File: config.mk
export PLATFORM = sky130hd
export DESIGN_NAME = cfg_port
export DESIGN_NICKNAME = d
export VERILOG_FILES = /design/src/rtl/cfg_port_pkg.sv /design/src/rtl/cfg_key_fsm.sv /design/src/rtl/cfg_global_regs.sv /design/src/rtl/cfg_port.sv
export SDC_FILE = /design/constraint.sdc
export NUM_CORES = 1
export LEC_CHECK = 0
export ABC_CLOCK_PERIOD_IN_PS = 3500
export BUFFER_PORTS_ARGS = -buffer_cell sky130_fd_sc_hd__buf_2
export CORE_MARGIN = 5
export CORE_UTILIZATION = 49
export DETAILED_ROUTE_END_ITERATION = 7
export HOLD_SLACK_MARGIN = 0.08
export PLACE_DENSITY_LB_ADDON = 0.15
export RECOVER_POWER = 50
export SLEW_MARGIN = 10
export SYNTH_ARGS = -nofsm -noshare
export SYNTH_HDL_FRONTEND = slang
export SYNTH_SLANG_ARGS = --single-unit
File: constraint.sdc
create_clock -name clk_i -period 3.5 [get_ports clk_i]
set_input_delay 0.175 -clock clk_i [delete_from_list [all_inputs] [get_ports clk_i]]
set_output_delay 0.175 -clock clk_i [all_outputs]
set_load 0.01 [all_outputs]
File: src/rtl/cfg_port_pkg.sv
package cfg_port_pkg;
  localparam int unsigned BW = 8;
  localparam logic [BW-1:0] KEY_OPEN    = 8'h87;
  localparam logic [BW-1:0] KEY_CLOSE   = 8'hAA;
  localparam logic [BW-1:0] IDX_LDSEL   = 8'h07;
  localparam logic [BW-1:0] IDX_DEV_HI  = 8'h20;
  localparam logic [BW-1:0] IDX_DEV_LO  = 8'h21;
  localparam logic [BW-1:0] IDX_REV     = 8'h22;
  localparam logic [BW-1:0] IDX_VND_HI  = 8'h23;
  localparam logic [BW-1:0] IDX_VND_LO  = 8'h24;
  localparam logic [BW-1:0] IDX_LD_BASE = 8'h30;
  localparam logic [2*BW-1:0] VENDOR_ID = 16'h1934;
  localparam logic [BW-1:0] CLOSED_READ = 8'hFF;

  typedef enum logic {PORT_INDEX = 1'b0, PORT_DATA = 1'b1} port_sel_e;
endpackage

File: src/rtl/cfg_key_fsm.sv
module cfg_key_fsm
  import cfg_port_pkg::*;
(
  input  logic          clk_i,
  input  logic          rst_ni,
  input  logic          idx_wr_i,
  input  logic [BW-1:0] wdata_i,
  output logic          unlocked_o,
  output logic          armed_o
);
  logic unlocked_q, armed_q;

  always_ff @(posedge clk_i or negedge rst_ni) begin
    if (!rst_ni) begin
      unlocked_q <= 1'b0;
      armed_q    <= 1'b0;
    end else if (idx_wr_i) begin
      if (!unlocked_q) begin
        if (wdata_i == KEY_OPEN) begin
          unlocked_q <= armed_q;
          armed_q    <= !armed_q;
        end else begin
          armed_q <= 1'b0;
        end
      end else if (wdata_i == KEY_CLOSE) begin
        unlocked_q <= 1'b0;
        armed_q    <= 1'b0;
      end
    end
  end

  assign unlocked_o = unlocked_q;
  assign armed_o    = armed_q;
endmodule

File: src/rtl/cfg_global_regs.sv
module cfg_global_regs
  import cfg_port_pkg::*;
#(
  parameter logic [2*BW-1:0] DEV_ID  = 16'h0541,
  parameter logic [BW-1:0]   DEV_REV = 8'h01
) (
  input  logic          clk_i,
  input  logic          rst_ni,
  input  logic          unlocked_i,
  input  logic          idx_wr_i,
  input  logic          dat_wr_i,
  input  logic [BW-1:0] wdata_i,
  output logic [BW-1:0] index_o,
  output logic [BW-1:0] ld_sel_o,
  output logic [BW-1:0] glob_rdata_o
);
  logic [BW-1:0] index_q, ld_sel_q;

  always_ff @(posedge clk_i or negedge rst_ni) begin
    if (!rst_ni) begin
      index_q  <= '0;
      ld_sel_q <= '0;
    end else if (unlocked_i) begin
      if (idx_wr_i && wdata_i != KEY_CLOSE) index_q <= wdata_i;
      if (dat_wr_i && index_q == IDX_LDSEL) ld_sel_q <= wdata_i;
    end
  end

  always_comb begin
    unique case (index_q)
      IDX_LDSEL:  glob_rdata_o = ld_sel_q;
      IDX_DEV_HI: glob_rdata_o = DEV_ID[2*BW-1:BW];
      IDX_DEV_LO: glob_rdata_o = DEV_ID[BW-1:0];
      IDX_REV:    glob_rdata_o = DEV_REV;
      IDX_VND_HI: glob_rdata_o = VENDOR_ID[2*BW-1:BW];
      IDX_VND_LO: glob_rdata_o = VENDOR_ID[BW-1:0];
      default:    glob_rdata_o = '0;
    endcase
  end

  assign index_o  = index_q;
  assign ld_sel_o = ld_sel_q;
endmodule

File: src/rtl/cfg_port.sv
module cfg_port
  import cfg_port_pkg::*;
#(
  parameter logic [15:0] DEV_ID  = 16'h0541,
  parameter logic [7:0]  DEV_REV = 8'h01
) (
  input  logic       clk_i,
  input  logic       rst_ni,
  input  logic       bus_valid_i,
  input  logic       bus_we_i,
  input  logic       bus_addr_i,
  input  logic [7:0] bus_wdata_i,
  output logic [7:0] bus_rdata_o,
  output logic [7:0] ld_sel_o,
  output logic [7:0] ld_addr_o,
  output logic       ld_we_o,
  output logic [7:0] ld_wdata_o,
  input  logic [7:0] ld_rdata_i
);
  logic          idx_wr, dat_wr, unlocked, key_armed, is_ld;
  logic [BW-1:0] index, glob_rdata;

  assign idx_wr = bus_valid_i && bus_we_i && (bus_addr_i == PORT_INDEX);
  assign dat_wr = bus_valid_i && bus_we_i && (bus_addr_i == PORT_DATA);

  cfg_key_fsm u_key (
    .clk_i      (clk_i),
    .rst_ni     (rst_ni),
    .idx_wr_i   (idx_wr),
    .wdata_i    (bus_wdata_i),
    .unlocked_o (unlocked),
    .armed_o    (key_armed)
  );

  cfg_global_regs #(.DEV_ID(DEV_ID), .DEV_REV(DEV_REV)) u_glob (
    .clk_i        (clk_i),
    .rst_ni       (rst_ni),
    .unlocked_i   (unlocked),
    .idx_wr_i     (idx_wr),
    .dat_wr_i     (dat_wr),
    .wdata_i      (bus_wdata_i),
    .index_o      (index),
    .ld_sel_o     (ld_sel_o),
    .glob_rdata_o (glob_rdata)
  );

  assign is_ld      = index >= IDX_LD_BASE;
  assign ld_addr_o  = index;
  assign ld_wdata_o = bus_wdata_i;
  assign ld_we_o    = dat_wr && unlocked && is_ld;

  always_comb begin
    if (!unlocked)                     bus_rdata_o = CLOSED_READ;
    else if (bus_addr_i == PORT_INDEX) bus_rdata_o = index;
    else if (is_ld)                    bus_rdata_o = ld_rdata_i;
    else                               bus_rdata_o = glob_rdata;
  end
endmodule

==> metrics, run 1 <==
element type at the critical path end primary output; post-synthesis cell area 0.00111 mm²; number of nets at the end of the flow 174; Hold WC Path Type in2reg; Distinct cells, synth 31; cells along the critical path nor4_2 > and2_1 > a221oi_1 > o21ai_0 > buf_2; Final Slew Violations 0; Clock Skews 0.00972 ns; total track usage 0.187; number of sinks driven by the clock tree 18; CP Data Required Time 3.32 ns; Post-Place Cell Area 0.00131 mm²; cell chosen for the clock root sky130_fd_sc_hd__clkbuf_4; Slowest-stage cell, CP sky130_fd_sc_hd__nor4_2; Setup Crit Path Kind reg2out; TritonCTS buffer count 3; post-CTS sizing 0; via density per instance 5.76; global placer's final weighted congestion 0.820; largest net degree at the start of global routing 19; final global-route overflow total 0; Setup Viol. Count Final 0; Worst-path clk slew 0.10 ns; data arrival time of the critical path 2.13 ns; kind of start point of the critical path flip-flop; Yosys warning total 0; die outline height 57.5 µm; path depth of the worst reg2reg path 4; row count 17; maximum root-to-sink buffer count 2; number of nets in the synthesized netlist 127; layout cell share with drive strength beyond 1 0.408; post-synthesis sequential area ratio 0.407; total number of vias 1036; number of synthesized register bits 18; Die Outline Area 0.00331 mm²; detailed placer's ending HPWL 2.24 mm; outcome complete, no violations; Setup TNS 0 ns; average size of a mapped cell 10.4 µm²; synthesis-to-layout area growth 20.9%; peak supply drop 398 µV; depth of the worst hold-timing path 2; clock latency of the later-clocked register in the worst-skew pair 0.30 ns; Leak Pwr 0.604 nW; PnR Total Power 0.733 mW; number of violations of the max-capacitance limit 0; start point of the critical path u_glob.index_o[4]; fraction of the cycle the final worst path needs 0.658; hold path startpoint bus_wdata_i[7]; CTS H-tree depth 1; cell count after placement 175; routed wire length 2.91 mm; CTS tree done; num ports 54; max frequency 434 MHz; total non-filler cell area in the finished layout 0.00134 mm²; number of detailed-routing iterations run before antenna repair 4; Cell Pwr Density 548 mW/mm²; clock period minus worst slack 2.30 ns; die span in x 57.5 µm; hold violation total from the final report 0; Slew @ Worst Pin 1.00 ns; total core area 0.00219 mm²; global-route wire length before repair 4.86 mm; vias in the first global route 1007; Iteration-0 DRC Markers 34; Post-Layout Cell Count 180; startpoint of the most critical register-to-register path u_glob.index_o[4]; largest incremental delay on the critical path 0.53 ns; final antenna diode count 0; number of input and output port buffers inserted 53; effective utilization at floorplan 0.505; WL per Instance 16.2 µm; antenna-violating nets left 0; final routed DRC violation total 0; number of antenna violations at the first check in global routing 0; worst-path fanout max 8; worst slew margin relative to its limit 0.330; RSZ-0062 raised after global routing false; gate count after technology mapping 106
through the flow:
stage | hold WS (ns) | utilization | setup WS (ns)
after global placement | 0.127 | 0.600 | 1.60
final | 0.150 | 0.611 | 1.20
after global routing | 0.143 | 0.611 | 0.989
after floorplan | -0.121 | - | 1.72
after CTS | 0.142 | 0.621 | 1.19
after detailed placement | 0.128 | 0.600 | 1.53
metal layers:
metal / vias up / part of all wire / wire length, µm / global-route usage
li1: 485 / - / - / -
met1: 506 / 0.45 / 1300 / 0.256
met2: 39 / 0.48 / 1390 / 0.285
met3: 6 / 0.057 / 166 / 0.0317
met4: 0 / 0.018 / 53 / 0.0894
met5: - / 0 / 0 / 0
flip-flops by register name (all words and copies together) (netlist names):
register	cells
u_glob.index_o	8
u_glob.ld_sel_o	8
u_key.armed_o	1
u_key.unlocked_o	1
Yosys cell counts, drive strengths merged:
cell type	count	share of area
a211o	1	0.0090
a211oi	1	0.0068
a21oi	7	0.032
a221o	2	0.018
a221oi	5	0.040
a22oi	1	0.0068
and2	1	0.0057
and4b	1	0.012
buf	12	0.085
dfrtp	18	0.41
inv	2	0.0068
mux2	16	0.16
nand2	7	0.028
nand2b	1	0.0057
nand3	2	0.0090
nand3b	3	0.020
nand4	2	0.011
nand4bb	1	0.010
nor2	10	0.041
nor2b	1	0.0057
nor3	1	0.0045
nor3b	1	0.0068
nor4	2	0.017
o21ai	4	0.018
o22a	2	0.016
o22ai	1	0.0057
o41a	1	0.010
cells by family after synthesis:
kind of cell / synth area share
AO/OA/AOI/OAI: 0.162
buffers and inverters: 0.0915
flip-flops: 0.407
multiplexers: 0.163
AND/OR/NAND/NOR: 0.177
area by class of cell:
cell class,count,area (µm²)
timing repair buffer,54,254
fill,185,852
inverter,2,7.51
multi-input combinational,74,556
clock buffer,4,36.3
tap,28,35.0
sequential,18,450
what timing repair did:
item	4_1_cts	5_1_grt
hold buffers	1	0
endpoints found under the hold margin	18	0
buffers inserted	0	0
layout by cell type, fill, tap and decap left out:
cell | Yosys | final
sky130_fd_sc_hd__a211o_2 | 1 | 1
sky130_fd_sc_hd__a211oi_1 | 1 | 1
sky130_fd_sc_hd__a21oi_1 | 7 | 7
sky130_fd_sc_hd__a221o_1 | 2 | 2
sky130_fd_sc_hd__a221oi_1 | 5 | 5
sky130_fd_sc_hd__a22oi_1 | 1 | 1
sky130_fd_sc_hd__and2_1 | 1 | 1
sky130_fd_sc_hd__and4b_4 | 1 | 1
sky130_fd_sc_hd__buf_2 | 0 | 36
sky130_fd_sc_hd__clkbuf_1 | 0 | 17
sky130_fd_sc_hd__clkbuf_4 | 0 | 3
sky130_fd_sc_hd__clkbuf_8 | 0 | 1
sky130_fd_sc_hd__dfrtp_1 | 18 | 18
sky130_fd_sc_hd__dlygate4sd3_1 | 0 | 1
sky130_fd_sc_hd__inv_1 | 2 | 2
sky130_fd_sc_hd__mux2_2 | 16 | 16
sky130_fd_sc_hd__nand2_1 | 5 | 5
sky130_fd_sc_hd__nand2_2 | 2 | 2
sky130_fd_sc_hd__nand2b_1 | 1 | 1
sky130_fd_sc_hd__nand3_1 | 2 | 2
sky130_fd_sc_hd__nand3b_1 | 3 | 3
sky130_fd_sc_hd__nand4_1 | 2 | 2
sky130_fd_sc_hd__nand4bb_1 | 1 | 1
sky130_fd_sc_hd__nor2_1 | 9 | 9
sky130_fd_sc_hd__nor2_4 | 1 | 1
sky130_fd_sc_hd__nor2b_1 | 1 | 1
sky130_fd_sc_hd__nor3_1 | 1 | 1
sky130_fd_sc_hd__nor3b_1 | 1 | 1
sky130_fd_sc_hd__nor4_1 | 1 | 1
sky130_fd_sc_hd__nor4_2 | 1 | 1
sky130_fd_sc_hd__o21ai_0 | 4 | 4
sky130_fd_sc_hd__o22a_1 | 2 | 2
sky130_fd_sc_hd__o22ai_1 | 1 | 1
sky130_fd_sc_hd__o41a_1 | 1 | 1
final timing paths:
kind | slack, ns | end
setup / recovery | 1.20 | bus_rdata_o[7]
hold / removal | 0.15 | u_glob.index_o[7]
min in group asynchronous | 0.54 | u_glob.index_o[0]
hold reg to reg | 0.48 | u_key.armed_o
max in group asynchronous | 2.35 | u_glob.index_o[1]
setup reg to reg | 1.61 | u_glob.ld_sel_o[7]
where the power goes:
part,internal [mW],switching [mW]
Clock,0.0634,0.0689
Sequential,0.247,0.0691
Combinational,0.137,0.148
Total,0.447,0.286
worst max-delay path, delay by kind of cell, from the launching register on:
kind / cells / cell delay [ns]
flip-flops: 1 / 0.45
buffers and inverters: 1 / 0.15
AND/OR/NAND/NOR: 2 / 0.92
AO/OA/AOI/OAI: 2 / 0.31
Note: power is estimated with default switching activity, not from simulation.
==> run 2: changes to the inputs <==
--- a/config.mk
+++ b/config.mk
@@ -5,10 +5,10 @@
 export SDC_FILE = /design/constraint.sdc
 export NUM_CORES = 1
 export LEC_CHECK = 0
-export ABC_CLOCK_PERIOD_IN_PS = 3500
+export ABC_CLOCK_PERIOD_IN_PS = 1900
 export BUFFER_PORTS_ARGS = -buffer_cell sky130_fd_sc_hd__buf_2
 export CORE_MARGIN = 5
-export CORE_UTILIZATION = 49
+export CORE_UTILIZATION = 41
 export DETAILED_ROUTE_END_ITERATION = 7
 export HOLD_SLACK_MARGIN = 0.08
 export PLACE_DENSITY_LB_ADDON = 0.15
==> constraint.sdc (replaced) <==
create_clock -name clk_i -period 1.9 [get_ports clk_i]
set_input_delay 0.095 -clock clk_i [delete_from_list [all_inputs] [get_ports clk_i]]
set_output_delay 0.095 -clock clk_i [all_outputs]
set_load 0.01 [all_outputs]
==> metrics, run 2 (synthesized netlist as in run 1, its figures left out) <==
cell count after placement 183 (+4.6%); total track usage 0.191 (+0.00405); data arrival time of the critical path 1.85 ns (-0.28 ns); final routed DRC violation total 0 (unchanged); PnR Total Power 1.55 mW (+110%); total number of vias 1110 (+7.1%); TritonCTS buffer count 3 (unchanged); Iteration-0 DRC Markers 63 (+85%); number of antenna violations at the first check in global routing 0 (unchanged); area occupied by multi-input gates 614 µm² (+11%); outcome finished with violations; number of detailed-routing iterations run before antenna repair 4 (unchanged); element type at the critical path end primary output; num ports 54 (unchanged); total net switching power 0.606 mW (+110%); Clock power frac 0.158 (-0.022); effective utilization at floorplan 0.439 (-0.0664); failing checks setup timing; number of violations of the max-capacitance limit 0 (unchanged); Cell Int Power 0.948 mW (+110%); detailed placer's ending HPWL 2.47 mm (+10%); routed wire length 3.38 mm (+16%); Worst-path clk slew 0.11 ns (about the same); Die Outline Area 0.00384 mm² (+16%); Cell Pwr Density 1010 mW/mm² (+84%); number of sinks driven by the clock tree 18 (unchanged); layout cell share with drive strength beyond 1 0.506 (+0.0981); Post-Layout Cell Count 198 (+10%); clock latency of the later-clocked register in the worst-skew pair 0.30 ns (about the same); met3 track utilization from global routing 0.0331 (+0.00138); maximum root-to-sink buffer count 2 (unchanged); Fill cells 225 (+22%); peak supply drop 591 µV (+49%); global placer's final weighted congestion 0.843 (+2.8%); most used cells in the layout excluding fill and tap cells sky130_fd_sc_hd__buf_2 (40), sky130_fd_sc_hd__mux2_2 (16), sky130_fd_sc_hd__dfrtp_1 (16); die outline height 62.0 µm (+7.7%); hold violation total from the final report 0 (unchanged); die span in x 62.0 µm (+7.7%); Clock Skews 0.000850 ns (-0.00887 ns); CP Data Required Time 1.80 ns (-1.52 ns); clock period minus worst slack 1.95 ns; total core area 0.00252 mm² (+15%); Worst Slack Setup Final -0.0486 ns (-1.24 ns); end-of-flow core utilization 0.611 (about the same); cell chosen for the clock root sky130_fd_sc_hd__clkbuf_4; CTS H-tree depth 1 (unchanged); RSZ-0062 raised after global routing true; vias in the first global route 1114 (+11%); post-route worst hold slack 0.0959 ns (-0.0539 ns); most common cell after layout, fill and taps aside sky130_fd_sc_hd__buf_2; Sequential Area 453 µm² (+0.56%); number of input and output port buffers inserted 53 (unchanged); Setup Crit Path Kind reg2out; Final Slew Violations 0 (unchanged); max frequency 513 MHz; Leak Pwr 0.701 nW (+16%); Setup Viol. Count Final 2 (+2); via density per instance 5.61 (-2.6%); fraction of the cycle the final worst path needs 1.03; most crowded layer after global routing met2; share of total power in combinational logic 0.479 (+0.090); worst-path fanout max 5 (-3); switching share of total power 0.390 (about the same); number of nets at the end of the flow 190 (+9.2%); synthesis-to-layout area growth 39.1%; Hold WC Path Type in2reg; kind of start point of the critical path flip-flop; largest net degree at the start of global routing 19 (unchanged); final antenna diode count 0 (unchanged); antenna-violating nets left 0 (unchanged); met2 layer usage reported by global route 0.305 (+0.0192); CTS tree done; worst slew margin relative to its limit 0.331 (+0.000977); met1 global-route usage 0.266 (+0.0104); global-route wire length before repair 5.45 mm (+12%); WL per Instance 17.0 µm (+5.3%); Setup TNS -0.0830 ns (-0.0830 ns); Slew @ Worst Pin 1.00 ns (-0.00147 ns); sequential power share 0.363 (-0.068); final global-route overflow total 0 (unchanged); row count 18 (+1)
==> run 2: changes by cell type in the layout (fill, tap and decap cells not counted), sizes merged <==
| cell | before | now |
|---|---|---|
| clkbuf | 21 | 17 |
| a211o | 1 | 2 |
| dlygate4sd3 | 1 | 6 |
| buf | 36 | 50 |
==> run 2: worst paths after layout <==
| path | from | end | slack (ns) | cells past startpoint |
|---|---|---|---|---|
| max reg2reg | u_glob.index_o[4] | u_glob.ld_sel_o[6] | 0.10 | 5 |
| min | bus_wdata_i[5] | u_glob.index_o[5] | 0.1 | 2 |
| min in group asynchronous | rst_ni | u_glob.ld_sel_o[7] | 0.46 | 2 |
| min reg2reg | u_key.armed_o | u_key.armed_o | 0.48 | 1 |
| max in group asynchronous | rst_ni | u_glob.index_o[4] | 0.76 | 2 |
| max | u_glob.index_o[4] | bus_rdata_o[3] | -0.05 | 5 |
==> run 2: per-layer routing <==
layer  vias up  wire [µm]  share of wire
met5         -          0              0
met4         0         34          0.010
met3         4        251          0.074
met2        36       1680           0.50
met1       548       1410           0.42
li1        522          -              -
==> run 2: critical path, stage by stage, from the launching register on <==
cell and delay [ns]:
sky130_fd_sc_hd__dfrtp_2 0.46, sky130_fd_sc_hd__buf_6 0.13, sky130_fd_sc_hd__a211o_4 0.35, sky130_fd_sc_hd__a221o_1 0.30, sky130_fd_sc_hd__o22a_1 0.17, sky130_fd_sc_hd__buf_2 0.14
==> run 2: cell type report <==
type	count	share of cell area
multi-input combinational	75	0.399
tap	30	0.0244
sequential	18	0.294
timing repair buffer	69	0.254
inverter	2	0.00487
clock buffer	4	0.0236
==> run 2: what timing repair did <==
| item | 4_1_cts | 5_1_grt |
|---|---|---|
| resized for setup | 6 | 10 |
| setup buffers | 3 | 1 |
| hold buffers | 6 | 0 |
| endpoints found under the setup margin | 8 | 8 |
| hold endpoints to repair | 28 | 0 |
| pin swaps | 4 | 8 |
| gates cloned | 1 | 0 |
==> run 2: through the flow <==
stage	cell area, µm²	setup WS, ns
3_5_place_dp	1360	0.0859
5_1_grt	1540	-0.105
3_3_place_gp	1360	0.111
2_1_floorplan	1110	0.193
4_1_cts	1510	-0.0186
6_report	1540	-0.0486
==> run 2: power groups by stage <==
| stage | clock (mW) | sequential (mW) | combinational [mW] |
|---|---|---|---|
| floorplan | 0 | 0.582 | 0.332 |
| global placement | 0 | 0.543 | 0.640 |
| detailed placement | 0 | 0.544 | 0.647 |
| CTS | 0.250 | 0.560 | 0.710 |
| global route | 0.259 | 0.574 | 0.817 |
| finish | 0.245 | 0.564 | 0.745 |
==> run 3: changes to the inputs <==
--- a/config.mk
+++ b/config.mk
@@ -13,6 +13,7 @@
 export HOLD_SLACK_MARGIN = 0.08
 export PLACE_DENSITY_LB_ADDON = 0.15
 export RECOVER_POWER = 50
+export REMOVE_ABC_BUFFERS = 1
 export SLEW_MARGIN = 10
 export SYNTH_ARGS = -nofsm -noshare
 export SYNTH_HDL_FRONTEND = slang
==> metrics, run 3 (synthesized netlist as in run 1, its figures left out) <==
outcome finished with violations; failing checks setup timing; cells along the critical path nor4_2 > buf_4 > and2_4 > a221oi_1 > a21oi_1 > buf_2; post-route worst hold slack 0.104 ns (+0.00825 ns); crit-path leading delay family simple AND/OR/NAND/NOR gates; Die Outline Area 0.00384 mm² (unchanged); number of antenna violations at the first check in global routing 0 (unchanged); logic depth of the worst setup path including buffers 6 (+1); RSZ-0062 raised after global routing true; CP Data Required Time 1.80 ns (about the same); Fill cells 245 (+8.9%); antenna-violating nets left 0 (unchanged); Hold WC Path Type in2reg; peak supply drop 644 µV (+8.9%); via density per instance 5.51 (-1.7%); number of detailed-routing iterations run before antenna repair 4 (unchanged); die span in x 62.0 µm (unchanged); CTS tree done; Final Slew Violations 0 (unchanged); startpoint of the most critical register-to-register path u_glob.index_o[6]; detailed placer's ending HPWL 2.59 mm (+5.1%); final global-route overflow total 0 (unchanged); number of input and output port buffers inserted 53 (unchanged); WL per Instance 17.2 µm (+1.2%); end-of-flow core utilization 0.591 (-0.0193); row count 18 (unchanged); hold path startpoint bus_wdata_i[3]; fraction of the cycle the final worst path needs 1.01 (-0.0125); element type at the critical path end primary output; data arrival time of the critical path 1.83 ns (-0.02 ns); Slew @ Worst Pin 1.02 ns (+0.0133 ns); Iteration-0 DRC Markers 59 (-6.3%); total track usage 0.186 (-0.00505); Setup Viol. Count Final 3 (+1); synthesis-to-layout area growth 34.7%; total core area 0.00252 mm² (unchanged); cell chosen for the clock root sky130_fd_sc_hd__clkbuf_4; number of sinks driven by the clock tree 18 (unchanged); worst r2r dst u_glob.ld_sel_o[2]; Clock Skews 0.00652 ns (+0.00567 ns); num ports 54 (unchanged); largest net degree at the start of global routing 19 (unchanged); CTS H-tree depth 1 (unchanged); vias in the first global route 1103 (-0.99%); clock period minus worst slack 1.92 ns (-0.0238 ns); largest incremental delay on the critical path 0.44 ns (-0.02 ns); depth of the worst hold-timing path 2 (unchanged); hold violation total from the final report 0 (unchanged); global-route wire length before repair 5.22 mm (-4.2%); Reg2Reg Setup Slack 0.16 ns (+0.06 ns); global placer's final weighted congestion 0.906 (+7.5%); Worst-path clk slew 0.11 ns (about the same); worst slew margin relative to its limit 0.322 (-0.00887); Cell Pwr Density 1000 mW/mm² (-0.93%); number of nets at the end of the flow 189 (-0.53%); most used cells in the layout excluding fill and tap cells sky130_fd_sc_hd__buf_2 (40), sky130_fd_sc_hd__dfrtp_1 (17), sky130_fd_sc_hd__mux2_2 (16); max frequency 520 MHz (+1.2%); TritonCTS buffer count 3 (unchanged); Slowest-stage cell, CP sky130_fd_sc_hd__dfrtp_1; maximum root-to-sink buffer count 2 (unchanged); kind of start point of the critical path flip-flop; Sequential Area 452 µm² (-0.28%); number of violations of the max-capacitance limit 0 (unchanged); effective utilization at floorplan 0.439 (unchanged); final antenna diode count 0 (unchanged); Worst Slack Setup Final -0.0248 ns (+0.0238 ns); most common cell after layout, fill and taps aside sky130_fd_sc_hd__buf_2; worst-path fanout max 8 (+3); Setup Crit Path Kind reg2out; hold-critical path endpoint u_glob.index_o[3]; total number of vias 1086 (-2.2%); routed wire length 3.40 mm (+0.65%); die outline height 62.0 µm (unchanged); combined buffer and inverter count along the critical path 2 (unchanged); clock latency of the later-clocked register in the worst-skew pair 0.29 ns (about the same); layout cell share with drive strength beyond 1 0.479 (-0.0269); Leak Pwr 0.694 nW (-0.90%); area occupied by multi-input gates 574 µm² (-6.5%); final routed DRC violation total 0 (unchanged); path depth of the worst reg2reg path 5 (unchanged)
## run 3: changes by cell type in the layout (fill, tap and decap cells not counted), sizes merged
cell / change
a211o: -1
## run 3: repair_timing
item	4_1_cts	5_1_grt
endpoints found under the hold margin	24	1
hold buffers	5	1
setup buffers	4	1
pin swaps	1	7
resized for setup	4	4
setup endpoints to repair	8	11
## run 3: worst max-delay path by stage
stage	from	to
finish	u_glob.index_o[6]	bus_rdata_o[2]
global route	u_glob.index_o[6]	bus_rdata_o[2]
global placement	u_glob.index_o[5]	bus_rdata_o[3]
CTS	u_glob.index_o[4]	bus_rdata_o[3]
detailed placement	u_glob.index_o[5]	bus_rdata_o[3]
floorplan	u_glob.index_o[4]	bus_rdata_o[1]
## run 3: area by class of cell
cell class,count,share of cell area
multi-input cells,74,0.385
flip-flops and latches,18,0.303
repair buffers,69,0.258
well taps,30,0.0252
clock buffers,4,0.0243
inverters,2,0.00503
## run 3: per-layer routing
| layer | share of wire | vias to the layer above | track usage |
|---|---|---|---|
| li1 | - | 513 | - |
| met1 | 0.40 | 539 | 0.238 |
| met2 | 0.54 | 32 | 0.334 |
| met3 | 0.049 | 2 | 0.0310 |
| met4 | 0.0044 | 0 | 0.0273 |
| met5 | 0 | - | 0 |
## run 3: stage by stage
step / total power [mW] / std cells / area [µm²] / setup TNS [ns] / setup WS, ns
6_report: 1.49 / 197 / 1490 / -0.0296 / -0.0248
5_1_grt: 1.60 / 197 / 1490 / -0.786 / -0.125
4_1_cts: 1.48 / 195 / 1480 / 0 / 0.0124
3_5_place_dp: 1.19 / 182 / 1350 / 0 / 0.122
3_3_place_gp: 1.17 / 182 / 1350 / 0 / 0.132
2_1_floorplan: 0.873 / 94 / 1010 / 0 / 0.168
## run 3: report_power, final
group	switching (mW)	internal [mW]	leakage, nW
clock	0.118	0.117	0.0210
combinational	0.367	0.349	0.444
sequential	0.0841	0.456	0.230
total	0.569	0.922	0.694
